===== src/rtl/semBankPkg.sv =====
`timescale 1ns/1ps
package semBankPkg;
  localparam int SEM_IDX_W = 3;
  localparam int SEM_FLAGS = 1 << SEM_IDX_W;

  typedef enum logic [1:0] {
    SEM_FREE  = 2'b00,
    SEM_LEFT  = 2'b01,
    SEM_RIGHT = 2'b10
  } semOwner_e;

  // strobes from the control decode to the flag datapath, one per port
  typedef struct packed {
    logic                 req;
    logic                 rel;
    logic                 cap;
    logic [SEM_IDX_W-1:0] idx;
  } semCmd_t;
endpackage


===== src/rtl/semBankCtrl.sv =====
`timescale 1ns/1ps
module semBankCtrl
  import semBankPkg::*;
(
  input  logic                 semSel,
  input  logic                 wrEn,
  input  logic                 rdEn,
  input  logic [SEM_IDX_W-1:0] addr,
  input  logic                 wrBit,
  output semCmd_t              cmd
);
  always_comb begin
    cmd.req = semSel & wrEn & ~wrBit;
    cmd.rel = semSel & wrEn & wrBit;
    cmd.cap = semSel & rdEn & ~wrEn;
    cmd.idx = addr;
  end
endmodule


===== src/rtl/semBankDatapath.sv =====
`timescale 1ns/1ps
module semBankDatapath
  import semBankPkg::*;
#(
  parameter int DATA_W = 16
) (
  input  logic                 clk,
  input  logic                 rstN,
  input  semCmd_t              cmdL,
  input  semCmd_t              cmdR,
  output logic [DATA_W-1:0]    rdDataL,
  output logic [DATA_W-1:0]    rdDataR,
  output logic [SEM_FLAGS-1:0] ownL,
  output logic [SEM_FLAGS-1:0] ownR
);
  for (genvar f = 0; f < SEM_FLAGS; f++) begin : gFlag
    semOwner_e ownerQ, ownerD;
    logic pendLQ, pendRQ, pendLD, pendRD;
    logic reqL, relL, reqR, relR, waitL, waitR;

    always_comb begin
      reqL  = cmdL.req && (cmdL.idx == SEM_IDX_W'(f));
      relL  = cmdL.rel && (cmdL.idx == SEM_IDX_W'(f));
      reqR  = cmdR.req && (cmdR.idx == SEM_IDX_W'(f));
      relR  = cmdR.rel && (cmdR.idx == SEM_IDX_W'(f));
      waitL = (pendLQ | reqL) & ~relL;
      waitR = (pendRQ | reqR) & ~relR;
      ownerD = ownerQ;
      pendLD = waitL;
      pendRD = waitR;
      case (ownerQ)
        SEM_FREE: begin
          if (reqL) begin
            ownerD = SEM_LEFT;
            pendLD = 1'b0;
          end else if (reqR) begin
            ownerD = SEM_RIGHT;
            pendRD = 1'b0;
          end
        end
        SEM_LEFT: begin
          pendLD = 1'b0;
          if (relL) begin
            if (waitR) begin
              ownerD = SEM_RIGHT;
              pendRD = 1'b0;
            end else begin
              ownerD = SEM_FREE;
            end
          end
        end
        SEM_RIGHT: begin
          pendRD = 1'b0;
          if (relR) begin
            if (waitL) begin
              ownerD = SEM_LEFT;
              pendLD = 1'b0;
            end else begin
              ownerD = SEM_FREE;
            end
          end
        end
        default: begin
          ownerD = SEM_FREE;
          pendLD = 1'b0;
          pendRD = 1'b0;
        end
      endcase
    end

    always_ff @(posedge clk) begin
      if (!rstN) begin
        ownerQ <= SEM_FREE;
        pendLQ <= 1'b0;
        pendRQ <= 1'b0;
      end else begin
        ownerQ <= ownerD;
        pendLQ <= pendLD;
        pendRQ <= pendRD;
      end
    end

    assign ownL[f] = (ownerQ == SEM_LEFT);
    assign ownR[f] = (ownerQ == SEM_RIGHT);
  end

  // snapshot registers: sample state before this cycle's updates
  always_ff @(posedge clk) begin
    if (!rstN) begin
      rdDataL <= '1;
      rdDataR <= '1;
    end else begin
      if (cmdL.cap) rdDataL <= {DATA_W{~ownL[cmdL.idx]}};
      if (cmdR.cap) rdDataR <= {DATA_W{~ownR[cmdR.idx]}};
    end
  end
endmodule


===== src/rtl/semBank.sv =====
`timescale 1ns/1ps
module semBank
  import semBankPkg::*;
#(
  parameter int DATA_W = 16
) (
  input  logic                 clk,
  input  logic                 rstN,
  input  logic                 semSelL,
  input  logic                 wrEnL,
  input  logic                 rdEnL,
  input  logic [SEM_IDX_W-1:0] addrL,
  input  logic                 wrBitL,
  output logic [DATA_W-1:0]    rdDataL,
  input  logic                 semSelR,
  input  logic                 wrEnR,
  input  logic                 rdEnR,
  input  logic [SEM_IDX_W-1:0] addrR,
  input  logic                 wrBitR,
  output logic [DATA_W-1:0]    rdDataR
);
  semCmd_t cmdL, cmdR;
  logic [SEM_FLAGS-1:0] ownL, ownR;

  semBankCtrl uCtrlL (.semSel(semSelL), .wrEn(wrEnL), .rdEn(rdEnL),
                      .addr(addrL), .wrBit(wrBitL), .cmd(cmdL));
  semBankCtrl uCtrlR (.semSel(semSelR), .wrEn(wrEnR), .rdEn(rdEnR),
                      .addr(addrR), .wrBit(wrBitR), .cmd(cmdR));

  semBankDatapath #(.DATA_W(DATA_W)) uDp (
    .clk(clk), .rstN(rstN), .cmdL(cmdL), .cmdR(cmdR),
    .rdDataL(rdDataL), .rdDataR(rdDataR), .ownL(ownL), .ownR(ownR)
  );
endmodule


===== config.mk =====
export PLATFORM = sky130hd
export DESIGN_NAME = semBank
export DESIGN_NICKNAME = d
export VERILOG_FILES = /design/src/rtl/semBankPkg.sv /design/src/rtl/semBankCtrl.sv /design/src/rtl/semBankDatapath.sv /design/src/rtl/semBank.sv
export SDC_FILE = /design/constraint.sdc
export NUM_CORES = 1
export LEC_CHECK = 0
export BUFFER_PORTS_ARGS = -buffer_cell sky130_fd_sc_hd__buf_4
export CORE_ASPECT_RATIO = 2
export CORE_MARGIN = 2
export CORE_UTILIZATION = 50
export DETAILED_ROUTE_END_ITERATION = 7
export GPL_TIMING_DRIVEN = 0
export PLACE_DENSITY = 0.77
export REMOVE_ABC_BUFFERS = 1
export SLEW_MARGIN = 20
export SYNTH_ARGS = -nofsm -noshare
export SYNTH_HDL_FRONTEND = slang
export SYNTH_SLANG_ARGS = --single-unit

===== constraint.sdc =====
create_clock -name clk -period 1.9 [get_ports clk]
set_input_delay 0.19 -clock clk [delete_from_list [all_inputs] [get_ports clk]]
set_output_delay 0.19 -clock clk [all_outputs]
set_load 0.02 [all_outputs]

# Word level (Yosys, flattened, before mapping)
# Cells that the tools add are included.
[word_totals]
ff_bits = 34
in_bits = 16
output_inout_bits = 32
wordCells = 312
[classes]
order_cmp = 2
eq_ne = 54
n_mux = 116
n_bitwise = 64
n_reduce_logical = 50
[op_table]
columns = ["cell", "n"]
rows = [
  ["$mux W2", 40],
  ["$mux W1", 50],
  ["$pmux W2 S3", 8],
  ["$logic_and A1 B1 Y1", 32],
  ["$ne A2 B2 Y1 const B", 16],
  ["$pmux W1 S2", 16],
  ["$and A1 B1 Y1", 26],
  ["$eq A3 B3 Y1 const B", 8],
  ["$ne A3 B1 Y1 const B", 8],
  ["$reduce_and A3 Y1", 8],
  ["$not A1 Y1", 22],
  ["$eq A2 B1 Y1 const B", 8],
  ["$eq A2 B2 Y1 const B", 8],
  ["$logic_not A2 Y1", 8],
  ["$or A1 B1 Y1", 16],
  ["$eq A3 B2 Y1 const B", 4],
  ["$lt A3 B4 Y1 const B", 2],
  ["$bmux W1 S3", 2],
  ["$eq A3 B1 Y1 const B", 2],
  ["$logic_not A3 Y1", 2],
]

# Longest topological paths before layout
[logic_depth]
depth_word = 8
depth_mapped = 6
mapped_depth_nobuf = 4

# By module
# From an unflattened synthesis, not the netlist that was laid out.
[unflattened]
hier_cells = 308
area_unflattened_um2 = 2551.2
[modules_own_cells]
columns = ["module", "instances", "cells_each", "area_each_um2", "seq_area_each_um2"]
rows = [
  ["semBankDatapath", 1, 296, 2456.1, 680.7],
  ["semBankCtrl", 2, 6, 47.5, 0.0],
]

# Worst setup path after synthesis
# No wires, ideal clock.
[synth_timing]
path_kind = "input to register"
startpoint = "in addrL[0]"
endpoint = "reg uDp.gFlag[6].ownerQ[1]"
setup_ns = 0.070
t_arrival_ns = 1.328
required_time_ns = 1.830
setup_slack_ns = 0.502
cell_stages = 6
n_path_buf = 2
cell_sequence = "buf_6 and4b_1 buf_6 nand3_2 or4_1 a21oi_1"
[synth_between]
elab_chain_len = 4
word_cells_on_any_way = 8
cone_classes = "eq/ne (3); mux (2); reduce/logical (3)"
[synth_rtl]
columns = ["item", "line_no", "rtl"]
rows = [
  ["from (decl)", "semBank.sv:12", "input logic [SEM_IDX_W-1:0] addrL,"],
  ["$eq A3 B3 Y1 *", "semBankDatapath.sv:22, semBankDatapath.sv:23", ""],
  ["$logic_and A1 B1 Y1, on equally long branches", "semBankDatapath.sv:22, semBankDatapath.sv:23", ""],
  ["$ne A3 B1 Y1 (no source line) (tied with other cells)", "n/a", ""],
  ["$reduce_and A3 Y1 (no source line) or $pmux W2 S3 (tied branches)", "n/a", ""],
  ["to (signal assigned)", "semBankDatapath.sv:77", "ownerQ <= ownerD;"],
  ["to (decl)", "semBankDatapath.sv:17", "semOwner_e ownerQ, ownerD;"],
]
# Mark *: on every way between the ends. The rest lies on a longest branch, timed or not.
# A chain may end at the register's enable or synchronous reset.

# Worst setup path in the final report
[layout_timing]
startpoint = "reg uDp.gFlag[4].ownerQ[0]"
endpoint = "reg uDp.rdDataL[0] (netlist name)"
[layout_between]
elab_chain_len = 4
[layout_rtl]
columns = ["item", "line_no", "rtl"]
rows = [
  ["from (decl)", "semBankDatapath.sv:17", ""],
  ["from (signal assigned)", "semBankDatapath.sv:77", ""],
  ["$eq A2 B1 Y1", "semBankDatapath.sv:83", "assign ownL[f] = (ownerQ == SEM_LEFT);"],
  ["$bmux W1 S3", "semBankDatapath.sv:93", "if (cmdL.cap) rdDataL <= {DATA_W{~ownL[cmdL.idx]}};"],
  ["$mux W1 (implied by the code)", "semBankDatapath.sv:93", ""],
  ["$not A1 Y1", "semBankDatapath.sv:93", ""],
]
# No other way between the ends. The select of a mux whose other input is x is not followed.

==> results.rst <==
.. list-table::
   :header-rows: 1

   * - Metric
     - Value
   * - Horizontal die dimension
     - 54.62 µm
   * - Most area-hungry cell type in the Yosys netlist
     - dfxtp_1
   * - Endpoints failing hold
     - 0
   * - Routed vias/inst
     - 6.812
   * - Top FF cell, synth
     - dfxtp_1
   * - Endpoint arrival time on the critical path
     - 1590 ps
   * - Iteration count of the initial detailed-routing pass
     - 5
   * - Number of antenna violations at the first check in global routing
     - 0
   * - Net count, final
     - 347
   * - Core footprint
     - 0.004910 mm²
   * - Highest net fanout along the worst path
     - 9
   * - Antenna Diode Count
     - 0
   * - Overall overflow remaining after global route
     - 0
   * - Launching instance or port of the critical path
     - uDp.gFlag[4].ownerQ[0]$_SDFFE_PN0P_
   * - Most frequent cells after synthesis
     - 34 x dfxtp_1, 31 x buf_4, 28 x nor2_1
   * - Final std cells w/o fill
     - 388
   * - Synthesized-area fraction occupied by xor and xnor cells
     - 0%
   * - DRT iter0 DRCs
     - 104
   * - Std-Cell Rows
     - 36
   * - Port buffer count
     - 47
   * - Worst-case vdd ir drop
     - 0.5259 mV
   * - Launching element type of the critical path
     - flop
   * - First-pass GRT wire length
     - 11570 µm
   * - Max-Slew Margin vs Limit
     - 55.37%
   * - Setup ws final
     - 491.8 ps
   * - Leak
     - 0.0009540 µW
   * - Area fraction of the dominant cell type after synthesis
     - 26.56%
   * - Cell types with the largest area share after synthesis
     - dfxtp_1 27%, buf_4 9.1%, a21oi_1 4.7%
   * - Count leader, synth
     - dfxtp_1
   * - Fin crit share
     - 74.12%
   * - Number of unique standard cell types used by synthesis
     - 60
   * - Data required, critical path
     - 2080 ps
   * - Die ar.
     - 0.005748 mm²
   * - Clock net sink count
     - 34
   * - Share of the synthesized area in compound gates (AO/OA/AOI/OAI)
     - 27.20%
   * - Power per cell area
     - 580.6 mW/mm²
   * - Number of vias after detailed routing
     - 2643
   * - Chip Height
     - 105.2 µm
   * - Post-synth design cell area
     - 0.002562 mm²
   * - Number of max-capacitance violations reported
     - 0
   * - Worst hold-check path type
     - input pin to flop
   * - Clock latency at the later pin of the worst-skew pair
     - 300 ps
   * - Setup violators final
     - 0
   * - Worst Clk Skew
     - 3.645 ps
   * - Layout area overhead
     - 6.006%
   * - HPWL after detailed placement
     - 5307 µm
   * - Async SR Flop Fraction
     - 0%
   * - Cell count after placement
     - 381
   * - Clock period minus worst slack
     - 1408 ps
   * - Max frequency
     - 710.1 MHz
   * - Fraction of the mapped netlist area in adder cells
     - 0%
   * - Sum of negative setup slack
     - 0 ps
   * - Cells after Synth
     - 331
   * - Launch point of the worst reg-to-reg path
     - uDp.gFlag[4].ownerQ[0]$_SDFFE_PN0P_
   * - Fraction of final layout cells with drive strength greater than 1
     - 17.52%
   * - Cell at the root of the clock tree
     - clkbuf_8
   * - CTS clock-pin slew for the worst setup and hold paths
     - 70 ps
   * - IO Count
     - 48
   * - Count of nets left with antenna violations after detail routing
     - 0
   * - Maximum number of pins on one net before global-route repair
     - 21
   * - CTS tree
     - yes
   * - Number of flops mapped to enable cells by yosys
     - 0
   * - Final routed wire length divided by cell count
     - 18.59 µm
   * - Pin slew with the least headroom to its limit
     - 668.0 ps
   * - Number of design rule violations left after detail routing
     - 0
   * - Number of warning messages in the yosys log
     - 0
   * - Post-synthesis average cell area
     - 7.742 µm²
   * - Number of H-tree branching levels
     - 2
   * - Setup slack after placement
     - 240.9 ps
   * - Unrepaired setup endpoints after global routing
     - no
   * - Seq/Total Area, Yosys
     - 26.56%
   * - Post-CTS Setup Repair Bufs
     - 0
   * - Fraction of synthesized area in multiplexers
     - 1.270%
   * - Worst reg-to-reg setup slack
     - 490 ps
   * - Kind of end point of the critical path
     - flop
   * - Initial Util
     - 52.19%
   * - Hold Crit Start
     - rdEnL
   * - Critical setup path kind
     - flop to flop
   * - Post-synthesis simple-gate area fraction
     - 29.98%
   * - Number of max-slew violations in the final report
     - 0
   * - Largest family of logic cells by synthesized area
     - simple AND/OR/NAND/NOR gates
   * - Max Buffers Root-to-Sink
     - 2
   * - Quantity of gates resized following cts
     - 0
   * - Result of the run
     - completed
   * - Number of clock buffers inserted by TritonCTS
     - 5
   * - GRT Resource Usage Total
     - 26.95%
   * - Synth Register Bits
     - 34
   * - Vias in the first global route
     - 2583
   * - Total wire length
     - 7212 µm
   * - Placer congestion estimate
     - 0.9055
   * - Number of buffers inserted by hold repair at cts
     - 0
   * - Fillers
     - 483
==> power by group <==
part           leakage, µW  internal, µW  switching, µW
clock network    0.0000383           252            263
logic             0.000641           116            189
registers         0.000275           729           27.2
total             0.000954          1100            479
==> cells by family (layout without fill, tap and decap cells) <==
kind of cell / Yosys count / in the layout
DFF: 34 / 34
AOI/OAI and AO/OA: 98 / 98
buffers and inverters: 64 / 64
and+or+nand+nor: 133 / 133
muxes: 2 / 2
==> area by class of cell <==
| cell class | instances | area, µm² | area share [%] |
|---|---|---|---|
| repair buffers | 47 | 352.8 | 12.99 |
| multi-input cells | 233 | 1498 | 55.14 |
| flip-flops and latches | 34 | 680.7 | 25.06 |
| well taps | 57 | 71.32 | 2.626 |
| inverters | 10 | 37.54 | 1.382 |
| clock buffers | 7 | 76.32 | 2.810 |
==> registers in the layout, indices dropped and copies added (netlist names) <==
name / count
uDp.gFlag.ownerQ: 16
uDp.gFlag.pendLQ: 8
uDp.gFlag.pendRQ: 8
uDp.rdDataL: 1
uDp.rdDataR: 1
==> worst paths after layout <==
check                                                 endpoint  depth (start not counted)
worst max-delay path               uDp.rdDataL[0]$_SDFFE_PN1P_                          4
worst min-delay path               uDp.rdDataL[0]$_SDFFE_PN1P_                          3
worst max register to register     uDp.rdDataL[0]$_SDFFE_PN1P_                          4
worst min register to register  uDp.gFlag[1].pendLQ$_SDFF_PN0_                          2
==> metrics by stage <==
| stage | instance area, µm² | total power, µW | hold slack, ps | utilization, % |
|---|---|---|---|---|
| floorplan | 2216 | 922.2 | 316.2 | - |
| global placement | 2640 | 1064 | 488.2 | 53.77 |
| detailed placement | 2640 | 1068 | 497.2 | 53.77 |
| CTS | 2716 | 1584 | 203.1 | 55.33 |
| global route | 2716 | 1637 | 234.0 | 55.33 |
| finish | 2716 | 1577 | 210.0 | 55.33 |
==> critical path, cell delays in order (launching register included) <==
cell and delay, ps:
dfxtp_1 490, nand2b_1 130, mux4_2 480, nor2_1 110, o31ai_1 80
==> cells in the final DEF (no fill, tap or decap), types with 3 or more instances in the layout <==
| cell | Yosys | layout |
|---|---|---|
| inv_1 | 10 | 10 |
| buf_4 | 31 | 47 |
| nand3b_1 | 4 | 4 |
| o41ai_1 | 3 | 3 |
| nor3b_1 | 6 | 6 |
| nor4_1 | 6 | 6 |
| dfxtp_1 | 34 | 34 |
| a311oi_1 | 3 | 3 |
| nand3_1 | 11 | 11 |
| nand4b_1 | 4 | 4 |
| clkbuf_8 | 0 | 5 |
| o31ai_1 | 3 | 3 |
| and4_1 | 4 | 4 |
| o21ai_0 | 13 | 13 |
| and3_1 | 3 | 3 |
| and4b_1 | 4 | 4 |
| o31a_1 | 3 | 3 |
| o2111a_1 | 3 | 3 |
| nor2b_1 | 7 | 7 |
| nor2_1 | 28 | 28 |
| nor3_1 | 16 | 16 |
| or4_1 | 3 | 3 |
| a21o_1 | 4 | 4 |
| nand2_1 | 17 | 17 |
| a21oi_1 | 24 | 24 |
| nand2b_1 | 8 | 8 |
| a211oi_1 | 6 | 6 |
| o211ai_1 | 4 | 4 |
| o311ai_0 | 3 | 3 |
| o2111ai_1 | 5 | 5 |
==> layer usage <==
metal | vias to the layer above | share of wire, % | track usage, %
met2 | 150 | 53 | 44.47
met4 | 0 | 5.4 | 18.93
li1 | 1219 | - | -
met5 | - | 0 | 0
met3 | 36 | 7.5 | 5.524
met1 | 1238 | 34 | 28.24
(Power assumes the default switching activity.)
